<file path="config.mk">
export PLATFORM = sky130hd
export DESIGN_NAME = dts_trigger_seq
export DESIGN_NICKNAME = d
export VERILOG_FILES = /design/src/rtl/dts_pkg.sv /design/src/rtl/dts_word_ctr.sv /design/src/rtl/dts_trig_gate.sv /design/src/rtl/dts_seq_fsm.sv /design/src/rtl/dts_trigger_seq.sv
export SDC_FILE = /design/constraint.sdc
export NUM_CORES = 1
export LEC_CHECK = 0
export ABC_AREA = 1
export BUFFER_PORTS_ARGS = -buffer_cell sky130_fd_sc_hd__clkbuf_2
export CAP_MARGIN = 0
export CORE_MARGIN = 2
export CORE_UTILIZATION = 30
export CTS_CLUSTER_DIAMETER = 30
export DETAILED_ROUTE_END_ITERATION = 12
export GPL_TIMING_DRIVEN = 0
export PLACE_DENSITY = 0.6
export SYNTH_ARGS = -nofsm -noshare
export SYNTH_HDL_FRONTEND = slang
export SYNTH_SLANG_ARGS = --single-unit
</file>
<file path="constraint.sdc">
create_clock -name clk -period 1.28 [get_ports clk]
set_input_delay 0.064 -clock clk [delete_from_list [all_inputs] [get_ports clk]]
set_output_delay 0.064 -clock clk [all_outputs]
set_load 0.01 [all_outputs]
</file>
<file path="src/rtl/dts_pkg.sv">
package dts_pkg;

  localparam int unsigned TRIG_LINES = 3;
  localparam int unsigned LSEL_W     = $clog2(TRIG_LINES);

  typedef enum logic [1:0] {
    ST_IDLE  = 2'd0,
    ST_WAIT  = 2'd1,
    ST_RDOUT = 2'd2,
    ST_WRIN  = 2'd3
  } seq_st_e;

  typedef enum logic [1:0] {
    CM_ECB = 2'd0,
    CM_CBC = 2'd1,
    CM_OFB = 2'd2,
    CM_CFB = 2'd3
  } cmode_e;

  typedef struct packed {
    logic              ok;
    logic [LSEL_W-1:0] line;
  } line_sel_t;

  // Transfers per phase: one per byte in byte mode, else one per word.
  function automatic int unsigned words_per_phase(input int unsigned blk_bits,
                                                  input int unsigned word_bits,
                                                  input logic        byte_mode);
    return byte_mode ? (blk_bits / 8) : (blk_bits / word_bits);
  endfunction

  // Trigger line for a phase of a mode; ok=0 marks a placeholder mode.
  function automatic line_sel_t phase_line(input cmode_e m, input logic write_phase);
    line_sel_t s;
    s.ok   = 1'b0;
    s.line = '0;
    case (m)
      CM_ECB: begin
        s.ok   = 1'b1;
        s.line = write_phase ? LSEL_W'(1) : LSEL_W'(0);
      end
      default: ;
    endcase
    return s;
  endfunction

endpackage

</file>
<file path="src/rtl/dts_word_ctr.sv">
module dts_word_ctr #(
  parameter int CNT_W = 4,
  parameter int LIM_W = 5
) (
  input  logic             clk,
  input  logic             rst_n,
  input  logic             clr,
  input  logic             inc,
  input  logic [LIM_W-1:0] limit,
  output logic [CNT_W-1:0] cnt,
  output logic             last
);

  logic [LIM_W-1:0] cnt_ext;

  assign cnt_ext = LIM_W'(cnt);
  assign last    = (cnt_ext == (limit - 1'b1));

  always_ff @(posedge clk or negedge rst_n) begin
    if (!rst_n)     cnt <= '0;
    else if (clr)   cnt <= '0;
    else if (inc)   cnt <= last ? '0 : cnt + 1'b1;
  end

  // the word index never reaches the phase length
  a_r6_cnt_in_range: assert property (@(posedge clk) disable iff (!rst_n)
    (limit != '0) |-> (cnt_ext < limit));

  // a clear leaves the count at zero
  a_r8_clear_zero: assert property (@(posedge clk) disable iff (!rst_n)
    clr |=> (cnt == '0));

endmodule

</file>
<file path="src/rtl/dts_trig_gate.sv">
module dts_trig_gate #(
  parameter int LINES  = 3,
  parameter int LSEL_W = 2
) (
  input  logic              clk,
  input  logic              rst_n,
  input  logic              en,
  input  logic              clr,
  input  logic              arm,
  input  logic [LSEL_W-1:0] line_idx,
  input  logic              ack_ok,
  output logic [LINES-1:0]  trig,
  output logic              pending,
  output logic              accept
);

  logic pend_q;
  logic fire;

  assign fire    = en && arm && !pend_q;
  assign accept  = pend_q && ack_ok;
  assign pending = pend_q;

  for (genvar i = 0; i < LINES; i++) begin : g_line
    assign trig[i] = fire && (line_idx == LSEL_W'(i));
  end

  always_ff @(posedge clk or negedge rst_n) begin
    if (!rst_n)       pend_q <= 1'b0;
    else if (clr)     pend_q <= 1'b0;
    else if (fire)    pend_q <= 1'b1;
    else if (accept)  pend_q <= 1'b0;
  end

  // never more than one line at a time
  a_r4_single_line: assert property (@(posedge clk) disable iff (!rst_n)
    $onehot0(trig));

  // a trigger lasts one cycle, then waits for its acknowledge
  a_r5_pulse_once: assert property (@(posedge clk) disable iff (!rst_n)
    (|trig) |=> (trig == '0));

  // an outstanding request survives until acknowledged or cleared
  a_r5_wait_ack: assert property (@(posedge clk) disable iff (!rst_n)
    (pend_q && !ack_ok && !clr) |=> pend_q);

endmodule

</file>
<file path="src/rtl/dts_seq_fsm.sv">
module dts_seq_fsm
  import dts_pkg::*;
(
  input  logic    clk,
  input  logic    rst_n,
  input  logic    cm_en,
  input  cmode_e  mode,
  input  logic    eng_done,
  input  logic    accept,
  input  logic    last,
  output seq_st_e state,
  output cmode_e  run_mode,
  output logic    blk_done
);

  seq_st_e state_d;
  logic    block_end;

  assign block_end = (state == ST_WRIN) && accept && last;

  always_comb begin
    state_d = state;
    if (!cm_en) begin
      state_d = ST_IDLE;
    end else begin
      case (state)
        ST_IDLE:  if (mode == CM_ECB)     state_d = ST_WAIT;
        ST_WAIT:  if (eng_done)           state_d = ST_RDOUT;
        ST_RDOUT: if (accept && last)     state_d = ST_WRIN;
        ST_WRIN:  if (accept && last)     state_d = ST_WAIT;
        default:                          state_d = ST_IDLE;
      endcase
    end
  end

  always_ff @(posedge clk or negedge rst_n) begin
    if (!rst_n) begin
      state    <= ST_IDLE;
      run_mode <= CM_ECB;
      blk_done <= 1'b0;
    end else begin
      state    <= state_d;
      blk_done <= cm_en && block_end;
      if (state == ST_IDLE && state_d != ST_IDLE) run_mode <= mode;
    end
  end

  // dropping the enable forces idle
  a_r8_drop_to_idle: assert property (@(posedge clk) disable iff (!rst_n)
    !cm_en |=> (state == ST_IDLE));

  // placeholder codes never leave idle
  a_r9_placeholder_idle: assert property (@(posedge clk) disable iff (!rst_n)
    (state == ST_IDLE && mode != CM_ECB) |=> (state == ST_IDLE));

  // only eng_done moves the sequencer out of waiting
  a_r10_wait_hold: assert property (@(posedge clk) disable iff (!rst_n)
    (state == ST_WAIT && cm_en && !eng_done) |=> (state == ST_WAIT));

  // completion is a single pulse and leaves the sequencer waiting
  a_r7_done_pulse: assert property (@(posedge clk) disable iff (!rst_n)
    blk_done |=> !blk_done);
  a_r7_done_waits: assert property (@(posedge clk) disable iff (!rst_n)
    blk_done |-> (state == ST_WAIT));

endmodule

</file>
<file path="src/rtl/dts_trigger_seq.sv">
module dts_trigger_seq
  import dts_pkg::*;
#(
  parameter int BLOCK_BITS = 128,
  parameter int WORD_BITS  = 16
) (
  input  logic       clk,
  input  logic       rst_n,
  input  logic       cm_en,
  input  logic [1:0] mode_sel,
  input  logic       byte_mode,
  input  logic       eng_done,
  input  logic       rd_ack,
  input  logic       wr_ack,
  output logic [2:0] trig,
  output logic       blk_done
);

  localparam int MAX_WORDS = BLOCK_BITS / 8;
  localparam int CNT_W     = $clog2(MAX_WORDS);
  localparam int LIM_W     = $clog2(MAX_WORDS + 1);

  seq_st_e          state;
  cmode_e           run_mode;
  line_sel_t        sel;
  logic [LIM_W-1:0] limit;
  logic [CNT_W-1:0] ctr_cnt;
  logic             ctr_last;
  logic             in_phase;
  logic             arm;
  logic             ack_ok;
  logic             accept;
  logic             pending;
  logic [TRIG_LINES-1:0] trig_bus;

  assign limit    = LIM_W'(words_per_phase(BLOCK_BITS, WORD_BITS, byte_mode));
  assign sel      = phase_line(run_mode, state == ST_WRIN);
  assign in_phase = (state == ST_RDOUT) || (state == ST_WRIN);
  assign arm      = in_phase && sel.ok;
  assign ack_ok   = ((state == ST_RDOUT) && rd_ack) || ((state == ST_WRIN) && wr_ack);
  assign trig     = trig_bus;

  dts_seq_fsm u_fsm (
    .clk      (clk),
    .rst_n    (rst_n),
    .cm_en    (cm_en),
    .mode     (cmode_e'(mode_sel)),
    .eng_done (eng_done),
    .accept   (accept),
    .last     (ctr_last),
    .state    (state),
    .run_mode (run_mode),
    .blk_done (blk_done)
  );

  dts_word_ctr #(
    .CNT_W (CNT_W),
    .LIM_W (LIM_W)
  ) u_ctr (
    .clk   (clk),
    .rst_n (rst_n),
    .clr   (!cm_en),
    .inc   (accept),
    .limit (limit),
    .cnt   (ctr_cnt),
    .last  (ctr_last)
  );

  dts_trig_gate #(
    .LINES  (TRIG_LINES),
    .LSEL_W (LSEL_W)
  ) u_gate (
    .clk      (clk),
    .rst_n    (rst_n),
    .en       (cm_en),
    .clr      (!cm_en),
    .arm      (arm),
    .line_idx (sel.line),
    .ack_ok   (ack_ok),
    .trig     (trig_bus),
    .pending  (pending),
    .accept   (accept)
  );

  // codebook runs never use the third line
  a_r3_line2_silent: assert property (@(posedge clk) disable iff (!rst_n)
    (run_mode == CM_ECB) |-> !trig[2]);

  // every block starts from word 0 while waiting
  a_r6_wait_at_zero: assert property (@(posedge clk) disable iff (!rst_n)
    (state == ST_WAIT) |-> (ctr_cnt == '0));

  // idle holds no outstanding request
  a_r8_idle_no_pend: assert property (@(posedge clk) disable iff (!rst_n)
    (state == ST_IDLE) |-> !pending);

  // no trigger is issued from idle or waiting
  a_r2_quiet_outside_phase: assert property (@(posedge clk) disable iff (!rst_n)
    !in_phase |-> (trig == '0));

endmodule

</file>
==> results of run 1 <==
## sequential cells by signal, summed over array words and instances (netlist names)
name,cells
u_fsm.state,2
u_fsm.blk_done,1
u_ctr.cnt,4
u_fsm.run_mode,2
u_gate.pending,1
## worst max-delay path by stage
stage / from / to / slack [ps] / cells past startpoint
6_report: u_gate.pending / trig[1] / 20 / 4
4_1_cts: u_ctr.cnt[1] / u_fsm.run_mode[1] / -5 / 8
5_1_grt: u_gate.pending / trig[1] / -90 / 4
2_1_floorplan: u_ctr.cnt[0] / u_fsm.run_mode[0] / 10 / 8
3_3_place_gp: u_ctr.cnt[0] / u_fsm.run_mode[0] / -70 / 8
3_5_place_dp: u_ctr.cnt[0] / u_fsm.run_mode[1] / -60 / 8
## synthesized netlist by cell type
master	n	area (sq um)
a21oi_1	3	15.0
buf_2	1	5.00
buf_4	1	7.51
conb_1	1	3.75
dfrtp_1	10	250
ha_1	1	12.5
inv_1	13	48.8
inv_2	1	3.75
nand2_1	12	45.0
nand2_2	3	18.8
nand2_4	1	11.3
nand3_1	5	25.0
nand3_2	1	10.0
nand3_4	1	17.5
nand4_1	3	18.8
nor2_1	5	18.8
nor2_2	1	6.26
nor3_1	2	10.0
o21ai_0	3	15.0
o21ai_1	1	5.00
o21bai_4	1	18.8
o22ai_1	1	6.26
or2_4	1	8.76
xor2_1	1	8.76
## power breakdown
group          switching, uW  internal [uW]
Combinational           69.8           52.8
Sequential              16.0            327
Clock                    104            109
## metal layers
layer  global-route usage  vias up  part of all wire
met5                    0        -                 0
met4               0.0286        0            0.0061
met3               0.0463        2             0.060
met2                0.176       13              0.47
met1                0.133      226              0.47
li1                     -      270                 -
## cell families after synthesis
kind of cell | count (synthesis) | share of synthesized area
DFF | 10 | 0.424
and+or+nand+nor | 35 | 0.322
other | 1 | 0.00635
AOI/OAI and AO/OA | 9 | 0.102
xor gates and xnor gates | 1 | 0.0148
buffers and inverters | 16 | 0.110
adders and majority gates | 1 | 0.0212
## layout make-up
cell class	count	area [sq um]	area share
buffer	2	12.5	0.0161
inverter	14	52.6	0.0677
tap	27	33.8	0.0435
clock buffer	3	22.5	0.0290
sequential	10	251	0.324
timing repair buffer	16	95.1	0.123
multi-input combinational	47	308	0.397
## worst min-delay path: cells and delay by family
family / cells / cell delay [ps]
AND/OR/NAND/NOR: 2 / 180
buffers and inverters: 1 / 90
## what timing repair did
action / in CTS / in global routing
pin swaps: 2 / 5
resized for setup: 3 / 10
hold buffers: 1 / 0
endpoints found under the setup margin: 4 / 4
hold endpoints to repair: 10 / 0
buffers inserted: 3 / 2
## per-stage QoR
step	TNS, ps	power, uW	instances
after floorplan	0	414	73
after global placement	-131	448	111
after detailed placement	-122	449	111
after CTS	-8.83	676	118
after global routing	-272	721	119
final	0	678	119
==> results.json, run 1 <==
{
  "outcome": "finished clean",
  "period_minus_slack_ps": 1260,
  "grt_pass1_vias": 483,
  "slowest_stage": "dfrtp_1",
  "arrival_ps": 1200,
  "fin_crit_sh": 0.988,
  "crit_family": "simple AND/OR/NAND/NOR gates",
  "clock_path_buffers": 2,
  "critical_path_class": "flop to output port",
  "grt_max_degree": 11,
  "syn-num-nets": 83,
  "syn_to_final_growth_pct": 31.4,
  "drtAntennaViolNets": 0,
  "reg2reg_to": "u_fsm.run_mode[1]",
  "whs_path_depth": 3,
  "setup.worst_path.end_class": "output port",
  "critPathMaxStageDelay_ps": 400,
  "dieHeight_um": 48.4,
  "setup_viol": 0,
  "via_per_inst": 4.29,
  "synth_area_sq_um": 591,
  "initial_core_util": 0.311,
  "final_area_sq_um": 776,
  "vias": 511,
  "peakVddDrop_v": 0.000499,
  "ios": 13,
  "reg2reg_from": "u_ctr.cnt[0]",
  "hold_viol_final": 0,
  "start_kind": "flop",
  "drtIter0Drc": 15,
  "clkTransAtPathRegs_ps": 60,
  "worstPathCellList": "nor3_2 -> nand3_2 -> nor2_1 -> buf_2",
  "hold_ws_ps": 117,
  "leakage_uw": 0.000402,
  "dpl_cell_area_sq_um": 679,
  "reg2regPathDepth": 8,
  "grt_pass1_wl_um": 1970,
  "fill_cells": 193,
  "final_common_cell": "inv_1",
  "wl_per_cell_um": 9.59,
  "crit_required_ps": 1220,
  "dieArea_sq_um": 2340,
  "min_from": "wr_ack",
  "drtPass1Iterations": 4,
  "core_area_sq_um": 1900,
  "rsz0062_at_grt": "true",
  "netlist_instances": 73,
  "drv_slew": 0,
  "r2r_setup_slack_ps": 20,
  "critPathMaxFanout": 3,
  "fp-row-count": 16,
  "cts_buffers": 3,
  "wl_um": 1140,
  "cp_num_buf_inv": 1,
  "drc_errors": 0,
  "gp_congestion": 0.766,
  "place.detailed.hpwl_um": 819,
  "p_per_area_nw_per_um2": 874,
  "timing.final.ws_setup_ps": 16.0,
  "htree_levels": 1,
  "cts_root_buf": "clkbuf_4",
  "grt_overflow": 0,
  "fmaxAchievable_mhz": 791,
  "clock_sinks": 10,
  "fin_nets": 104,
  "skew_ps": 0.304,
  "port_buffers": 11,
  "grt_antenna_before_repair": 0,
  "drive_above_1_share": 0.435,
  "grt_use_total": 0.109,
  "clock_latency_ps": 260,
  "cts_tree": "done",
  "synth_area_per_cell_sq_um": 8.09,
  "die-width_um": 48.4,
  "ys_types": 24,
  "yosys_warnings": 0,
  "final_cell_mix": "inv_1, nand2_1, clkbuf_2, dfrtp_1, buf_4",
  "min_to": "u_fsm.blk_done",
  "ys_seq_elements": 10,
  "dpl_worst_slack_ps": -61.7,
  "ys_seq_area_frac": 0.424,
  "n_antenna_cell": 0,
  "cap_violations": 0,
  "utilization": 0.408,
  "hp-class": "input port to flop"
}
(Power assumes the default switching activity.)
==> run 2: changes to the inputs <==
- CELL_PAD_IN_SITES_DETAIL_PLACEMENT: unset -> 2
- CELL_PAD_IN_SITES_GLOBAL_PLACEMENT: unset -> 2
- CORE_UTILIZATION: 30 -> 26
- PLACE_DENSITY: 0.6 -> 0.8
- REMOVE_ABC_BUFFERS: unset -> 1
==> run 2 against run 1 <==
The run now ends with setup timing left; setup slack lost 100 ps; first-iteration DRC count down 87%; via count increased by 12%; maximum frequency decreased by 7.5%; wire length is 40% higher; utilization fell by 2.7 points; count of clock-buffer cells in the layout rose by 1; register-to-register slack worse by 70 ps; sequential power barely moved; worst hold slack improved by 26 ps; critical path type unchanged; critical endpoint unchanged; largest power group unchanged; highest routed layer unchanged.
==> results.json, run 2 (same netlist as run 1, synthesis figures left out) <==
{
  "outcome": "finished, violations left",
  "violations": "setup timing",
  "leakage_uw": 0.000425,
  "regMostFlops": "u_ctr.cnt",
  "grt_pass1_vias": 635,
  "arrival_ps": 1300,
  "utilization": 0.381,
  "fp-row-count": 17,
  "wl_per_cell_um": 12.9,
  "r2r_setup_slack_ps": -50,
  "dpl_worst_slack_ps": -107,
  "clkTransAtPathRegs_ps": 80,
  "final_common_cell": "inv_1",
  "vias": 571,
  "cap_violations": 0,
  "via_per_inst": 4.60,
  "p_int_uw": 558,
  "place.detailed.hpwl_um": 1170,
  "fin_nets": 107,
  "min_from": "wr_ack",
  "p_per_area_nw_per_um2": 935,
  "critPathMaxFanout": 3,
  "n_antenna_cell": 0,
  "fill_cells": 275,
  "timing.final.ws_setup_ps": -86.6,
  "peakVddDrop_v": 0.000515,
  "hp-class": "input port to flop",
  "drtPass1Iterations": 3,
  "skew_ps": 12.8,
  "power_switching_uw": 215,
  "drtIter0Drc": 2,
  "min_to": "u_fsm.blk_done",
  "regArea_sq_um": 253,
  "cts_root_buf": "clkbuf_4",
  "drtAntennaViolNets": 0,
  "crit_required_ps": 1220,
  "port_buffers": 11,
  "cts_tree": "done",
  "p_seq_frac": 0.443,
  "drv_slew": 0,
  "syn_to_final_growth_pct": 40.0,
  "fin_crit_sh": 1.07,
  "clock_sinks": 10,
  "die-width_um": 51.7,
  "multi_input_comb_area_sq_um": 318,
  "final_cell_mix": "inv_1, nand2_1, clkbuf_2, buf_4, dfrtp_1",
  "largest_reg_flops": 4,
  "reg_top3": "u_ctr.cnt: 4 flops, u_fsm.run_mode: 2 flops, u_fsm.state: 2 flops",
  "ios": 13,
  "reg2reg_to": "u_fsm.run_mode[0]",
  "pwr-share-comb": 0.174,
  "drive_above_1_share": 0.479,
  "rsz0062_at_grt": "true",
  "whs_path_depth": 3,
  "gp_congestion": 0.726,
  "netSwitchingFraction": 0.278,
  "initial_core_util": 0.272,
  "reg2reg_from": "u_ctr.cnt[0]",
  "grt_pass1_wl_um": 2810,
  "hold_viol_final": 0,
  "htree_levels": 1,
  "reg2regPathDepth": 8,
  "drc_errors": 0,
  "dieArea_sq_um": 2670,
  "fmaxAchievable_mhz": 732,
  "grt_max_degree": 12,
  "cts_buffers": 3,
  "clock_path_buffers": 2,
  "setup.worst_path.end_class": "output port",
  "grt_antenna_before_repair": 0,
  "clock_latency_ps": 280,
  "grt_use_total": 0.144,
  "p_clk_frac": 0.383,
  "setup_viol": 4,
  "grt_overflow": 0,
  "start_kind": "flop",
  "dieHeight_um": 51.7,
  "core_area_sq_um": 2170,
  "period_minus_slack_ps": 1370,
  "hold_ws_ps": 142,
  "wl_um": 1590,
  "critical_path_class": "flop to output port"
}
run 2: repair_timing:
action	CTS	global route
endpoints found under the setup margin	5	7
setup buffers	5	5
hold buffers	1	0
resized for setup	7	11
pin swaps	4	10
hold endpoints to repair	10	0
run 2: final cells by class:
| class | count | area share |
|---|---|---|
| flip-flops and latches | 10 | 0.306 |
| well taps | 28 | 0.0424 |
| multi-input cells | 47 | 0.384 |
| repair buffers | 21 | 0.160 |
| clock buffers | 4 | 0.0439 |
| inverters | 14 | 0.0635 |
run 2: per-layer routing:
layer / GRT usage / routed length (um) / vias up
met5: 0 / 0 / -
met4: 0.0132 / 19 / 0
met3: 0.0546 / 68 / 3
met2: 0.282 / 890 / 10
met1: 0.149 / 616 / 282
li1: - / - / 276
run 2: worst max-delay path, cell delays in order, from the launching register on:
cell	delay [ps]
dfrtp_1	400
nor3_2	220
nand3_2	140
nor2_1	120
buf_2	140
run 2: worst max path at each step:
stage / from / cells past startpoint / end
after floorplan: u_ctr.cnt[0] / 8 / u_fsm.run_mode[0]
after global placement: u_ctr.cnt[0] / 8 / u_fsm.run_mode[0]
after detailed placement: u_ctr.cnt[0] / 8 / u_fsm.run_mode[1]
after CTS: u_fsm.run_mode[1] / 4 / trig[0]
after global routing: u_gate.pending / 4 / trig[0]
final: u_gate.pending / 4 / trig[1]
run 2: through the flow:
step                      std cells  instance area, sq um  power [uW]  TNS [ps]
after floorplan                  71                   578         408         0
after global placement          110                   668         446      -139
after detailed placement        110                   668         452      -212
after CTS                       120                   773         766      -160
after global routing            124                   827         824      -501
final                           124                   827         773      -267
run 2: power by group through the flow:
stage | clock network [uW] | logic (uW) | registers (uW)
after detailed placement | 0 | 101 | 351
after global placement | 0 | 96.7 | 350
after global routing | 326 | 152 | 345
after floorplan | 0 | 61.8 | 346
after CTS | 302 | 123 | 342
final | 296 | 135 | 343
